<file path="src/rtl/dbuf_pwm.sv">
module dbuf_pwm #(
  parameter int TW   = 8,
  parameter int SUBW = 2
) (
  input  logic            clk,
  input  logic            rst_n,
  input  logic            en,
  input  logic            per_we,
  input  logic [TW-1:0]   per_wd,
  input  logic            dhi_we,
  input  logic [TW-1:0]   dhi_wd,
  input  logic            dlo_we,
  input  logic [SUBW-1:0] dlo_wd,
  input  logic [1:0]      psel,
  output logic [TW+SUBW-1:0] duty_rb,
  output logic            pwm_out,
  output logic            pwm_oe
);
  localparam int DW  = TW + SUBW;
  localparam int PCW = 4;

  logic [TW-1:0]   per_sw, dhi_sw, per_act, tmr, tmr_n, per_n;
  logic [SUBW-1:0] dlo_sw, sub, sub_n;
  logic [PCW-1:0]  pcnt, pcnt_n, plim;
  logic [DW-1:0]   slave, slave_n;
  logic            out_q, oe_q, out_n;

  assign plim = (psel == 2'd0) ? PCW'(0) : (psel == 2'd1) ? PCW'(3) : PCW'(15);

  wire tick = pcnt >= plim;
  wire wrap = tick && (&sub) && (tmr >= per_act);

  always_comb begin
    tmr_n   = tmr;
    sub_n   = sub;
    per_n   = per_act;
    slave_n = slave;
    pcnt_n  = tick ? '0 : PCW'(pcnt + 1'b1);
    if (tick) begin
      sub_n = SUBW'(sub + 1'b1);
      if (&sub) begin
        if (wrap) begin
          tmr_n   = '0;
          per_n   = per_sw;
          slave_n = {dhi_sw, dlo_sw};
        end else begin
          tmr_n = TW'(tmr + 1'b1);
        end
      end
    end
    if (!en) begin
      tmr_n   = '0;
      sub_n   = '0;
      pcnt_n  = '0;
      per_n   = per_sw;
      slave_n = {dhi_sw, dlo_sw};
    end
    out_n = en && ({tmr_n, sub_n} < slave_n);
  end

  always_ff @(posedge clk or negedge rst_n) begin
    if (!rst_n) begin
      per_sw  <= '0;
      dhi_sw  <= '0;
      dlo_sw  <= '0;
      per_act <= '0;
      slave   <= '0;
      tmr     <= '0;
      sub     <= '0;
      pcnt    <= '0;
      out_q   <= 1'b0;
      oe_q    <= 1'b0;
    end else begin
      if (per_we) per_sw <= per_wd;
      if (dhi_we) dhi_sw <= dhi_wd;
      if (dlo_we) dlo_sw <= dlo_wd;
      per_act <= per_n;
      slave   <= slave_n;
      tmr     <= tmr_n;
      sub     <= sub_n;
      pcnt    <= pcnt_n;
      out_q   <= out_n;
      oe_q    <= en;
    end
  end

  assign duty_rb = slave;
  assign pwm_out = out_q;
  assign pwm_oe  = oe_q;

  p_tmr_bound_r2: assert property (@(posedge clk) disable iff (!rst_n)
    tmr <= per_act);

  p_zero_low_r4: assert property (@(posedge clk) disable iff (!rst_n)
    (slave == '0) |-> !pwm_out);

  p_full_high_r4: assert property (@(posedge clk) disable iff (!rst_n)
    (pwm_oe && (slave > {per_act, {SUBW{1'b1}}})) |-> pwm_out);

  p_slave_hold_r5: assert property (@(posedge clk) disable iff (!rst_n)
    (en && !wrap) |=> $stable(slave));

  p_off_r7: assert property (@(posedge clk) disable iff (!rst_n)
    !en |=> (!pwm_oe && !pwm_out && tmr == '0 && sub == '0));

  p_oe_on_r7: assert property (@(posedge clk) disable iff (!rst_n)
    en |=> pwm_oe);
endmodule

</file>
<file path="config.mk">
export PLATFORM = sky130hd
export DESIGN_NAME = dbuf_pwm
export DESIGN_NICKNAME = d
export VERILOG_FILES = /design/src/rtl/dbuf_pwm.sv
export SDC_FILE = /design/constraint.sdc
export NUM_CORES = 1
export LEC_CHECK = 0
export ABC_AREA = 1
export CORE_ASPECT_RATIO = 1.75
export CORE_UTILIZATION = 49
export CTS_CLUSTER_DIAMETER = 80
export DETAILED_ROUTE_END_ITERATION = 10
export GPL_TIMING_DRIVEN = 0
export PLACE_DENSITY = 0.76
export SLEW_MARGIN = 10
export SYNTH_ARGS = -nofsm -noshare
export SYNTH_HDL_FRONTEND = slang
export SYNTH_SLANG_ARGS = --single-unit
</file>
<file path="constraint.sdc">
create_clock -name clk -period 2.75 [get_ports clk]
set_clock_uncertainty 0.2 [all_clocks]
set_input_delay 0.4125 -clock clk [delete_from_list [all_inputs] [get_ports clk]]
set_output_delay 0.4125 -clock clk [all_outputs]
set_load 0.01 [all_outputs]
</file>
==> run summary <==
==========================================================================================
Outcome ..................................................................... finished, violations left
Failing checks .............................................................. design-rule violations, negative setup slack
Main combinational cell family by area after synthesis ...................... simple AND/OR/NAND/NOR gates
CTS root buffer ............................................................. sky130_fd_sc_hd__clkbuf_8
Residual antenna-violating net count after detailed routing .................            0
Period utilization ..........................................................         108%
Antenna violations before repair ............................................            0
PwrDens .....................................................................  453 nW/um^2
Synth Area in Simple Gates ..................................................        16.2%
Remaining max-slew budget at the tightest pin ...............................        69.3%
Setup violation total in the final timing report ............................            1
Die width ...................................................................      57.9 um
I/O Buffers .................................................................           36
Floorplan die area ..........................................................    5770 um^2
Std-Cell Rows ...............................................................           35
Number of library cell types mapped by synthesis ............................           31
Achievable frequency ........................................................    0.336 GHz
Total track usage ...........................................................        21.9%
Mean number of vias per cell ................................................         5.18
Capturing element type of the critical path .................................     register
Signal arrival time at the worst endpoint ...................................      3000 ps
Crit path launch type .......................................................     register
Maximum number of pins on one net before global-route repair ................           36
Mapped cell area ............................................................    2680 um^2
Worst setup slack for register-to-register paths ............................      -230 ps
Setup Crit Path Kind ........................................................      reg2reg
Final Instance Count excl. Fillers ..........................................          416
Sum of routed wire length over all layers ...................................      5910 um
Gate count of the mapped netlist ............................................          289
Sequential Power Share ......................................................        52.2%
Initial Utilization .........................................................        50.9%
Cell with the biggest individual delay on the critical path ................. sky130_fd_sc_hd__dfrtp_1
CTS sink count ..............................................................           52
Fraction of the mapped netlist area in adder cells ..........................        11.2%
Number of CTS-inserted buffers ..............................................            5
RePlAce Congestion ..........................................................        0.803
Number of global-route vias before repair ...................................         2178
Comb pwr share ..............................................................        22.9%
Pins Over Slew Limit ........................................................            0
Unrepaired setup endpoints after global routing .............................         true
Worst reg-to-reg path cell count ............................................           18
Leakage power ...............................................................   0.00181 uW
Worst path required time ....................................................      2770 ps
Floorplan Core Area .........................................................    5260 um^2
Clock edge transition at the registers on the reported setup and hold paths .        90 ps
Multiplexer share of the synthesized area ...................................        2.95%
Synth Register Bits .........................................................           52
Synth warn ..................................................................            0
Clk pwr share ...............................................................        24.9%
Commonest non-fill, non-tap cell in the layout .............................. sky130_fd_sc_hd__nand2_1
Reg2reg start ...............................................................   per_act[1]
Worst-Margin Slew ...........................................................       461 ps
Count of inserted antenna diode cells .......................................            0
Die H .......................................................................      99.8 um
Synthesized-area fraction occupied by xor and xnor cells ....................       0.655%
Ordered cell list for the critical path ..................................... inv_1 -> ha_4 -> nand2_2 -> nor2_2 -> nor2_1 -> nand2_1 -> nand2_1 -> nand2_2 -> nand2_4 -> nand2_8 -> buf_12 -> nor3_1 -> ha_1 -> nand2_1 -> inv_1 -> a221oi_2 -> o21ai_1 -> a21oi_1
WP depth ....................................................................           18
Net Sw Frac .................................................................        28.0%
Worst flop-to-flop path endpoint ............................................      pwm_out
Top Ports ...................................................................           38
Maximum fanout encountered on the critical timing path ......................            8
Sum of negative setup slack .................................................      -227 ps
HPWL after detailed placement ...............................................      3880 um
Number of violations of the max-capacitance limit ...........................            0
Min Tclk post-route .........................................................      2980 ps
Net switching power figure ..................................................       466 uW
Overall overflow remaining after global route ...............................            0
Initial DRC count ...........................................................           85
Setup slack after layout ....................................................      -227 ps
Final Net Count .............................................................          411
Average instance area after synthesis .......................................    9.26 um^2
Total vias in the final route ...............................................         2153
Internal ....................................................................      1190 uW
Remaining routing DRC violations ............................................            2
TritonRoute pass-1 iters ....................................................            7
Cell repeated most along the worst path ..................................... sky130_fd_sc_hd__nand2_1
Compound-gate portion of the synthesized area ...............................        11.4%
Worst setup endpoint ........................................................      pwm_out
H-tree Lvls .................................................................            2
Dpl cells ...................................................................          381
Routed length per placed instance ...........................................      14.2 um
Min-delay worst type ........................................................      reg2reg
Maximum clock insertion buffer count ........................................            2
Worst supply voltage drop on vdd ............................................   0.000365 V
CTS tree ....................................................................          yes
Share of layout cells above drive strength 1 ................................        26.9%
Wire length of the first global-routing pass ................................      9630 um
Biggest cell delay along the critical path ..................................       370 ps
CP bufs+invs ................................................................            3
Net count after synthesis ...................................................          339
Gate family responsible for the most delay along the worst path ............. simple AND/OR/NAND/NOR gates
Crit path from ..............................................................   per_act[1]
Number of hold violations in the final report ...............................            0
Seq/Total Area, Yosys .......................................................        48.6%
Clock network latency to the later pin of the worst-skew pair ...............       310 ps
Syn-to-layout area delta ....................................................        36.9%
Commonest cells after routing, fill and taps aside .......................... sky130_fd_sc_hd__nand2_1 (56), sky130_fd_sc_hd__dfrtp_1 (52), sky130_fd_sc_hd__inv_1 (46)
==========================================================================================
[flip-flops by register name (all words and copies together) (netlist names)]
signal,count
tmr,8
sub,2
pwm_oe,1
per_sw,8
dhi_sw,8
duty_rb,10
pcnt,4
dlo_sw,2
per_act,8
pwm_out,1
[per-stage QoR]
step	utilization [%]	power, uW	setup WS (ps)	area [um^2]	hold WS, ps
after floorplan	-	1050	-46.3	2720	-83.1
after global placement	59.9	1180	-984	3150	275
after detailed placement	60.1	1190	-1030	3160	176
after CTS	67.2	1630	-170	3530	299
after global routing	69.7	1750	-489	3660	343
final	69.7	1660	-227	3660	296
[Yosys cell counts, drive strengths merged]
cell type | instances | area share, %
or2 | 1 | 0.23
clkbuf | 2 | 0.28
nor3 | 5 | 0.93
a21oi | 11 | 2.5
nor3b | 2 | 0.56
inv | 53 | 7.5
and2 | 1 | 0.23
xnor2 | 1 | 0.33
and3 | 1 | 0.23
xor2 | 1 | 0.33
nand4 | 1 | 0.23
nor2 | 15 | 2.1
a21o | 1 | 0.28
ha | 24 | 11
mux2 | 7 | 2.9
buf | 4 | 1.2
nor4 | 1 | 0.23
nand2 | 64 | 9.8
o21bai | 3 | 0.84
a221oi | 1 | 0.33
o21ai | 30 | 6.9
nand3 | 6 | 1.6
a211oi | 2 | 0.56
dfrtp | 52 | 49
[what timing repair did]
item / 4_1_cts / 5_1_grt
endpoints found under the setup margin: 1 / 1
setup buffers: 17 / 9
hold buffers: 1 / 0
endpoints found under the hold margin: 17 / 0
pin swaps: 16 / 19
resized for setup: 27 / 15
cloned: 1 / 0
[cells by family after synthesis]
logic type / count (synthesis)
flip-flops: 52
buffers and inverters: 59
multiplexers: 7
AO/OA/AOI/OAI: 48
adder cells (fa/ha/maj): 24
AND/OR/NAND/NOR: 97
XOR/XNOR: 2
[per-layer routing]
layer | vias up | share of wire, % | global-route usage, %
li1 | 1065 | - | -
met1 | 1026 | 39 | 24.1
met2 | 44 | 55 | 40.1
met3 | 18 | 2.6 | 2.73
met4 | 0 | 3.8 | 10.4
met5 | - | 0 | 0
[power by group through the flow]
| stage | combinational [uW] | sequential, uW | clock, uW |
|---|---|---|---|
| global route | 426 | 875 | 450 |
| CTS | 350 | 868 | 415 |
| floorplan | 169 | 882 | 0 |
| global placement | 297 | 879 | 0 |
| finish | 380 | 867 | 414 |
| detailed placement | 310 | 881 | 0 |
[final cells by class]
type / instances / area, um^2
inverters: 53 / 201
plain buffers: 6 / 62.6
clock inverters: 1 / 5.00
well taps: 55 / 68.8
flip-flops and latches: 52 / 1300
clock buffers: 6 / 72.6
multi-input cells: 178 / 1340
repair buffers: 65 / 611
fillers: 384 / 1590
[worst min-delay path by stage]
stage                    from          to  slack [ps]  cells after the start
floorplan               rst_n   dhi_sw[0]         -80                      0
finish              per_sw[2]  per_act[2]         300                      2
detailed placement      rst_n  per_act[6]         180                      1
global route        per_sw[2]  per_act[2]         340                      2
CTS                 per_sw[2]  per_act[2]         300                      2
global placement    per_sw[3]  per_act[3]         280                      2
[worst min-delay path: stages (launching register included)]
cell and delay (ps):
sky130_fd_sc_hd__dfrtp_1 350, sky130_fd_sc_hd__nand2_1 50, sky130_fd_sc_hd__o21ai_0 60
Power figures use the tool's default switching activity.
